`src/rtl/sync_mon_pkg.sv`:
```
package sync_mon_pkg;

    localparam int CH_HS   = 0;
    localparam int CH_VS   = 1;
    localparam int CH_SOG  = 2;
    localparam int CH_CO   = 3;
    localparam int NUM_CH  = 4;

    localparam int CTRL_HS_OVR = 4;
    localparam int CTRL_HS_PRI = 3;
    localparam int CTRL_VS_OVR = 1;
    localparam int CTRL_VS_PRI = 0;

    typedef enum logic {HSRC_PIN = 1'b0, HSRC_SOG = 1'b1} hsrc_e;
    typedef enum logic {VSRC_PIN = 1'b0, VSRC_SEP = 1'b1} vsrc_e;

    // Packed MSB first: field order is the status bit order 7..0
    typedef struct packed {
        logic  hs_act;
        hsrc_e hs_sel;
        logic  hs_pol;
        logic  vs_act;
        vsrc_e vs_sel;
        logic  vs_pol;
        logic  sog_act;
        logic  co_pol;
    } status_t;

    typedef struct packed {
        logic hs_ovr;
        logic hs_pri;
        logic vs_ovr;
        logic vs_pri;
    } ctrl_t;

    typedef struct packed {
        logic act;
        logic pol;
    } chan_res_t;

    function automatic ctrl_t decode_ctrl(input logic [7:0] r);
        ctrl_t c;
        c.hs_ovr = r[CTRL_HS_OVR];
        c.hs_pri = r[CTRL_HS_PRI];
        c.vs_ovr = r[CTRL_VS_OVR];
        c.vs_pri = r[CTRL_VS_PRI];
        return c;
    endfunction

    function automatic hsrc_e pick_hsrc(input logic hs_act, input logic sog_act, input ctrl_t c);
        if (c.hs_ovr)
            return hsrc_e'(c.hs_pri);
        if (hs_act && !sog_act)
            return HSRC_PIN;
        if (!hs_act && sog_act)
            return HSRC_SOG;
        return hsrc_e'(c.hs_pri);
    endfunction

    function automatic vsrc_e pick_vsrc(input logic vs_act, input ctrl_t c);
        if (c.vs_ovr)
            return vsrc_e'(c.vs_pri);
        return vs_act ? VSRC_PIN : VSRC_SEP;
    endfunction

endpackage

```
`src/rtl/sync_mon_sync.sv`:
```
module sync_mon_sync #(
    parameter int STAGES = 2
) (
    input  logic clk,
    input  logic rst,
    input  logic d,
    output logic q
);
    logic [STAGES-1:0] sh;

    always_ff @(posedge clk) begin
        if (rst) sh <= '0;
        else     sh <= {sh[STAGES-2:0], d};
    end

    assign q = sh[STAGES-1];
endmodule

```
`src/rtl/sync_mon_window.sv`:
```
module sync_mon_window #(
    parameter int CNT_W = 16
) (
    input  logic             clk,
    input  logic             rst,
    input  logic [CNT_W-1:0] win_len,
    output logic             win_end
);
    logic [CNT_W-1:0] cnt;

    assign win_end = (cnt >= win_len - 1'b1);

    always_ff @(posedge clk) begin
        if (rst)          cnt <= '0;
        else if (win_end) cnt <= '0;
        else              cnt <= cnt + 1'b1;
    end

    assert_win_restart_R8: assert property (@(posedge clk) disable iff (rst)
        win_end |=> (cnt == '0));
endmodule

```
`src/rtl/sync_mon_chan.sv`:
```
module sync_mon_chan
    import sync_mon_pkg::*;
#(
    parameter int SYNC_STAGES = 2,
    parameter int PER_W       = 16
) (
    input  logic      clk,
    input  logic      rst,
    input  logic      din,
    input  logic      win_end,
    output logic      s_out,
    output chan_res_t res
);
    logic             s, prev;
    logic             edge_now, rise;
    logic [1:0]       ecnt, ecnt_nx;
    logic [PER_W-1:0] hi_cnt, lo_cnt;
    logic             seen_rise, pol_q;

    sync_mon_sync #(.STAGES(SYNC_STAGES)) u_sync (
        .clk(clk), .rst(rst), .d(din), .q(s)
    );

    assign edge_now = s ^ prev;
    assign rise     = s & ~prev;
    // saturating edge count including the edge of this cycle
    assign ecnt_nx  = (ecnt == 2'd2) ? 2'd2 : ecnt + {1'b0, edge_now};

    always_ff @(posedge clk) begin
        if (rst) begin
            prev <= 1'b0;
            ecnt <= '0;
        end else begin
            prev <= s;
            ecnt <= win_end ? 2'd0 : ecnt_nx;
        end
    end

    // period measurement: restart on each rising edge
    always_ff @(posedge clk) begin
        if (rst) begin
            hi_cnt    <= '0;
            lo_cnt    <= '0;
            seen_rise <= 1'b0;
            pol_q     <= 1'b0;
        end else if (rise) begin
            if (seen_rise) pol_q <= (hi_cnt < lo_cnt);
            seen_rise <= 1'b1;
            hi_cnt    <= {{(PER_W-1){1'b0}}, 1'b1};
            lo_cnt    <= '0;
        end else if (s) begin
            if (hi_cnt != '1) hi_cnt <= hi_cnt + 1'b1;
        end else begin
            if (lo_cnt != '1) lo_cnt <= lo_cnt + 1'b1;
        end
    end

    assign s_out   = s;
    assign res.act = ecnt_nx[1];
    assign res.pol = pol_q;

    assert_edge_sat_R2: assert property (@(posedge clk) disable iff (rst)
        ecnt <= 2'd2);
    assert_quiet_R1: assert property (@(posedge clk) disable iff (rst)
        (ecnt == 2'd0 && !edge_now) |-> !res.act);
endmodule

```
`src/rtl/sync_mon_arb.sv`:
```
module sync_mon_arb
    import sync_mon_pkg::*;
(
    input  logic  hs_act,
    input  logic  sog_act,
    input  logic  vs_act,
    input  ctrl_t ctrl,
    output hsrc_e hsrc,
    output vsrc_e vsrc
);
    always_comb begin
        hsrc = pick_hsrc(hs_act, sog_act, ctrl);
        vsrc = pick_vsrc(vs_act, ctrl);
    end
endmodule

```
`src/rtl/sync_monitor.sv`:
```
module sync_monitor
    import sync_mon_pkg::*;
#(
    parameter int CNT_W       = 16,
    parameter int PER_W       = 16,
    parameter int SYNC_STAGES = 2
) (
    input  logic             clk,
    input  logic             rst,
    input  logic             hsync_in,
    input  logic             vsync_in,
    input  logic             sog_in,
    input  logic             coast_in,
    input  logic             sepv_in,
    input  logic [7:0]       ctrl_reg,
    input  logic [CNT_W-1:0] win_len,
    output logic [7:0]       status,
    output logic             hsync_out,
    output logic             vsync_out
);
    logic [NUM_CH-1:0] din_vec, s_vec;
    chan_res_t         res [NUM_CH];
    logic              win_end, sepv_s;
    ctrl_t             ctrl;
    hsrc_e             hsrc_nx;
    vsrc_e             vsrc_nx;
    status_t           st_q, st_nx;

    assign din_vec[CH_HS]  = hsync_in;
    assign din_vec[CH_VS]  = vsync_in;
    assign din_vec[CH_SOG] = sog_in;
    assign din_vec[CH_CO]  = coast_in;
    assign ctrl            = decode_ctrl(ctrl_reg);

    sync_mon_window #(.CNT_W(CNT_W)) u_win (
        .clk(clk), .rst(rst), .win_len(win_len), .win_end(win_end)
    );

    for (genvar i = 0; i < NUM_CH; i++) begin : g_chan
        sync_mon_chan #(.SYNC_STAGES(SYNC_STAGES), .PER_W(PER_W)) u_chan (
            .clk(clk), .rst(rst), .din(din_vec[i]), .win_end(win_end),
            .s_out(s_vec[i]), .res(res[i])
        );
    end

    sync_mon_sync #(.STAGES(SYNC_STAGES)) u_sepv_sync (
        .clk(clk), .rst(rst), .d(sepv_in), .q(sepv_s)
    );

    sync_mon_arb u_arb (
        .hs_act(res[CH_HS].act), .sog_act(res[CH_SOG].act),
        .vs_act(res[CH_VS].act), .ctrl(ctrl),
        .hsrc(hsrc_nx), .vsrc(vsrc_nx)
    );

    always_comb begin
        st_nx.hs_act  = res[CH_HS].act;
        st_nx.hs_sel  = hsrc_nx;
        st_nx.hs_pol  = res[CH_HS].pol;
        st_nx.vs_act  = res[CH_VS].act;
        st_nx.vs_sel  = vsrc_nx;
        st_nx.vs_pol  = res[CH_VS].pol;
        st_nx.sog_act = res[CH_SOG].act;
        st_nx.co_pol  = res[CH_CO].pol;
    end

    always_ff @(posedge clk) begin
        if (rst)          st_q <= '0;
        else if (win_end) st_q <= st_nx;
    end

    always_ff @(posedge clk) begin
        if (rst) begin
            hsync_out <= 1'b0;
            vsync_out <= 1'b0;
        end else begin
            hsync_out <= (st_q.hs_sel == HSRC_SOG) ? s_vec[CH_SOG] : s_vec[CH_HS];
            vsync_out <= (st_q.vs_sel == VSRC_SEP) ? sepv_s : s_vec[CH_VS];
        end
    end

    assign status = st_q;

    assert_status_hold_R8: assert property (@(posedge clk) disable iff (rst)
        !win_end |=> $stable(status));
    assert_hs_override_R5: assert property (@(posedge clk) disable iff (rst)
        (win_end && ctrl_reg[4]) |=> (status[6] == $past(ctrl_reg[3])));
    assert_vs_override_R7: assert property (@(posedge clk) disable iff (rst)
        (win_end && ctrl_reg[1]) |=> (status[3] == $past(ctrl_reg[0])));
    assert_vs_select_R6: assert property (@(posedge clk) disable iff (rst)
        (win_end && !ctrl_reg[1]) |=> (status[3] == !status[4]));
    assert_hs_pin_only_R4: assert property (@(posedge clk) disable iff (rst)
        (win_end && !ctrl_reg[4]) |=> (!(status[7] && !status[1]) || !status[6]));
    assert_hout_pin_R9: assert property (@(posedge clk) disable iff (rst)
        (status[6] == 1'b0) |=> (hsync_out == $past(s_vec[CH_HS])));
endmodule

```
`config.mk`:
```
export PLATFORM = sky130hd
export DESIGN_NAME = sync_monitor
export DESIGN_NICKNAME = d
export VERILOG_FILES = /design/src/rtl/sync_mon_pkg.sv /design/src/rtl/sync_mon_sync.sv /design/src/rtl/sync_mon_window.sv /design/src/rtl/sync_mon_chan.sv /design/src/rtl/sync_mon_arb.sv /design/src/rtl/sync_monitor.sv
export SDC_FILE = /design/constraint.sdc
export NUM_CORES = 1
export LEC_CHECK = 0
export ABC_AREA = 0
export BUFFER_PORTS_ARGS = -buffer_cell sky130_fd_sc_hd__buf_2
export CAP_MARGIN = 10
export CORE_MARGIN = 4
export CORE_UTILIZATION = 50
export CTS_CLUSTER_DIAMETER = 150
export DETAILED_ROUTE_END_ITERATION = 10
export PLACE_DENSITY = 0.67
export SLEW_MARGIN = 20
export SYNTH_ARGS = -nofsm -noshare
export SYNTH_HDL_FRONTEND = slang
export SYNTH_SLANG_ARGS = --single-unit
```
`constraint.sdc`:
```
create_clock -name clk -period 5.2 [get_ports clk]
set_input_delay 1.56 -clock clk [delete_from_list [all_inputs] [get_ports clk]]
set_output_delay 1.56 -clock clk [all_outputs]
set_load 0.02 [all_outputs]
```
==> flow_metrics.py <==
metrics = {
    "clocking": {
        "cts_max_path_buffers": 2,
        "insertion_delay_ns": 0.42,
        "clkTransAtPathRegs_ns": 0.06,
        "holdBufCountCts": 0,
        "cts_resized": 0,
        "cts_tree": "done",
        "postCtsSetupRepairBufs": 0,
        "cts-buffers-inserted": 17,
        "root_buffer": "clkbuf_16",
        "cts.sinks": 148,
        "cts_max_level": 4,
    },
    "status": {
        "status": "finished, final reports clean",
    },
    "setup_path": {
        "critPathLaunchType": "primary input",
        "cp.arrival_ns": 4.88,
        "path_cells": "buf_2, or3_1, nor4_1, nand2_1, nor3_1, xnor2_1, ha_1, a21o_1, a21o_1, a2111o_1, or4_4, nor2_1",
        "critPathCaptureType": "register",
        "path_max_fanout": 22,
        "max_stage_delay_ns": 0.67,
        "cpMaxStageDelayCell": "or4_4",
        "crit_type": "primary input to register",
        "crit_required_ns": 5.56,
        "cpMostUsedCell": "a21o_1",
    },
    "sta": {
        "finalHoldViolations": 0,
        "fin_ws_ns": 0.6746,
        "setup_viol": 0,
        "max_freq_ghz": 0.2210,
        "worst_pin_slew_ns": 1.051,
        "fin_crit_sh_pct": 87.03,
        "post-route-min-period_ns": 4.525,
        "fin_skew_ns": 0.004209,
        "drv_slew": 0,
        "rsz0062_at_grt": "no",
        "fin_setup_tns_ns": 0,
        "slew_headroom_pct": 29.00,
    },
    "global_routing": {
        "grt_first_pass_wirelength_um": 28350,
        "grt_pass1_vias": 6151,
        "antenna_found_initial": 0,
        "grt_overflow": 0,
        "grt_max_degree": 36,
        "gr-usage-all-layers_pct": 18.77,
    },
    "floorplan": {
        "dieArea_mm2": 0.01858,
        "io_pins": 41,
        "core_mm2": 0.01600,
        "row_count": 46,
        "start_util_pct": 51.43,
        "die_width_um": 136.3,
        "die_h_um": 136.3,
    },
    "layout": {
        "diodes": 0,
        "layout.nets": 1116,
        "layout_commonest_cell": "dfxtp_1",
        "fin_cells": 1239,
        "fillers": 1525,
        "syn_to_final_growth_pct": 10.69,
        "drive_gt1_share_pct": 8.113,
        "layout_common_cells": "dfxtp_1 (148), nor2_1 (135), ha_1 (74), inv_1 (73), xnor2_1 (66)",
        "fin_util_pct": 56.93,
    },
    "drt": {
        "drtAntennaViolNets": 0,
        "routed_wl_um": 16540,
        "vias": 6758,
        "dr.pass1.iters": 5,
        "drc_errors": 0,
        "first_iter_violations": 309,
        "wl_per_cell_um": 13.35,
        "post_drt_via_cell_ratio": 5.454,
    },
    "placed_design": {
        "place_ws_ns": 0.2333,
        "place.gp.congestion": 0.8122,
        "port_buffers": 36,
        "numPlacedInstances": 1208,
        "hpwl_um": 12120,
    },
    "yosys": {
        "netlist_instances": 977,
        "synth_edf_count": 0,
        "yosysWarnings": 0,
        "synth_seq_cells": 148,
        "synth_cell_types": 56,
        "synth_area_leaders": "dfxtp_1 (36%), ha_1 (11%), xnor2_1 (7.0%)",
        "syn-cell-area_mm2": 0.008229,
        "async_flop_share_pct": 0,
        "ys_seq_area_share_pct": 36.00,
        "syn_area_per_cell_um2": 8.423,
        "yosysTopAreaCell": "dfxtp_1",
        "syn_nets": 1082,
        "netlist.area_leader.share_pct": 36.00,
        "ys.flop_type": "dfxtp_1",
    },
    "power_and_ir_drop": {
        "irDropWorstVdd_mv": 0.2474,
        "power_density_mw_per_mm2": 262.0,
        "leakage_nw": 3.548,
        "finalPower_mw": 2.386,
    },
    "job": {
        "cap_violations": 0,
    },
    "min_path": {
        "hp-class": "register to register",
    },
}
path summary, 6_finish.rpt:
check | startpoint | endpoint | slack, ns | cells past startpoint
max | win_len[7] | u_win.cnt[11] | 0.67 | 12
min | g_chan[1].u_chan.u_sync.sh[0] | g_chan[1].u_chan.u_sync.sh[1] | 0.44 | 1
max reg2reg | u_win.cnt[13] | u_win.cnt[11] | 2.82 | 6
min reg2reg | g_chan[1].u_chan.u_sync.sh[0] | g_chan[1].u_chan.u_sync.sh[1] | 0.44 | 1
cells in the mapped netlist (3+ instances only):
cell type,number
o21ai_0,21
clkbuf_1,21
a21oi_1,46
a21o_1,16
mux2_2,3
a2111oi_0,9
nand2b_1,8
dfxtp_1,148
o211ai_1,6
nor4_1,16
nand3_1,33
or4_1,5
a31oi_1,4
inv_1,73
o211a_1,3
a211oi_1,12
o31ai_1,5
and3_1,11
xnor2_1,66
and2_1,3
a311oi_1,4
nor3_1,31
nor2b_1,20
xor2_1,25
o2111ai_1,3
o311ai_0,3
and4_1,12
o21a_1,3
nor2_1,135
or2_2,8
or3_1,11
mux2i_1,13
nand2_1,66
ha_1,74
nand4_1,31
through the flow:
step           cell area [um2]  hold WS (ns)
6_report                  9109        0.4354
5_1_grt                   9109        0.4624
4_1_cts                   9106        0.4408
3_5_place_dp              8601        0.4239
3_3_place_gp              8601        0.4165
2_1_floorplan             8229        0.4138
final cells by class:
cell class              count  area (um2)  area share, %
repair buffers             40       210.2          2.308
inverters                  73       274.0          3.008
clock inverters             6       30.03         0.3297
well taps                 216       270.3          2.967
multi-input cells         731        4886          53.64
clock buffers              25       475.5          5.220
flip-flops and latches    148        2963          32.53
cell families after synthesis:
kind of cell    after synthesis  synth area share [%]
buf+inv                      98                 4.653
flops                       148                 36.00
simple gates                399                 24.10
compound gates              151                 12.32
mux                          16                 1.992
xor+xnor                     91                 9.685
fa+ha+maj                    74                 11.25
sequential cells by signal, indices dropped and copies added, names as in the netlist:
signal	cells
g_chan.u_chan.ecnt	6
g_chan.u_chan.u_sync.sh	8
g_chan.u_chan.seen_rise	3
hsync_out	1
g_chan.u_chan.prev	4
status	8
vsync_out	1
g_chan.u_chan.lo_cnt	48
g_chan.u_chan.hi_cnt	48
u_sepv_sync.sh	2
u_win.cnt	16
g_chan.u_chan.pol_q	3
critical path: cells and delay by family:
kind / cells / cell delay [ns]
compound gates: 3 / 0.84
buf+inv: 1 / 0.11
xor+xnor: 1 / 0.15
fa+ha+maj: 1 / 0.26
simple gates: 6 / 1.94
report_power, final:
part | switching [mW] | leakage [nW] | internal, mW | total, mW
Sequential | 0.0231 | 1.20 | 1.16 | 1.18
Clock | 0.446 | 0.254 | 0.626 | 1.07
Combinational | 0.0772 | 2.10 | 0.0582 | 0.135
Total | 0.546 | 3.55 | 1.84 | 2.39
per-layer routing:
| metal | track usage (%) | share of wire, % | wire length, um | vias up |
|---|---|---|---|---|
| met3 | 4.034 | 3.2 | 522 | 17 |
| met1 | 24.55 | 49 | 8035 | 3142 |
| met5 | 0 | 0 | 0 | - |
| li1 | - | - | - | 3516 |
| met4 | 6.215 | 1.3 | 211 | 0 |
| met2 | 30.82 | 47 | 7768 | 83 |
Power figures use the tool's default switching activity.
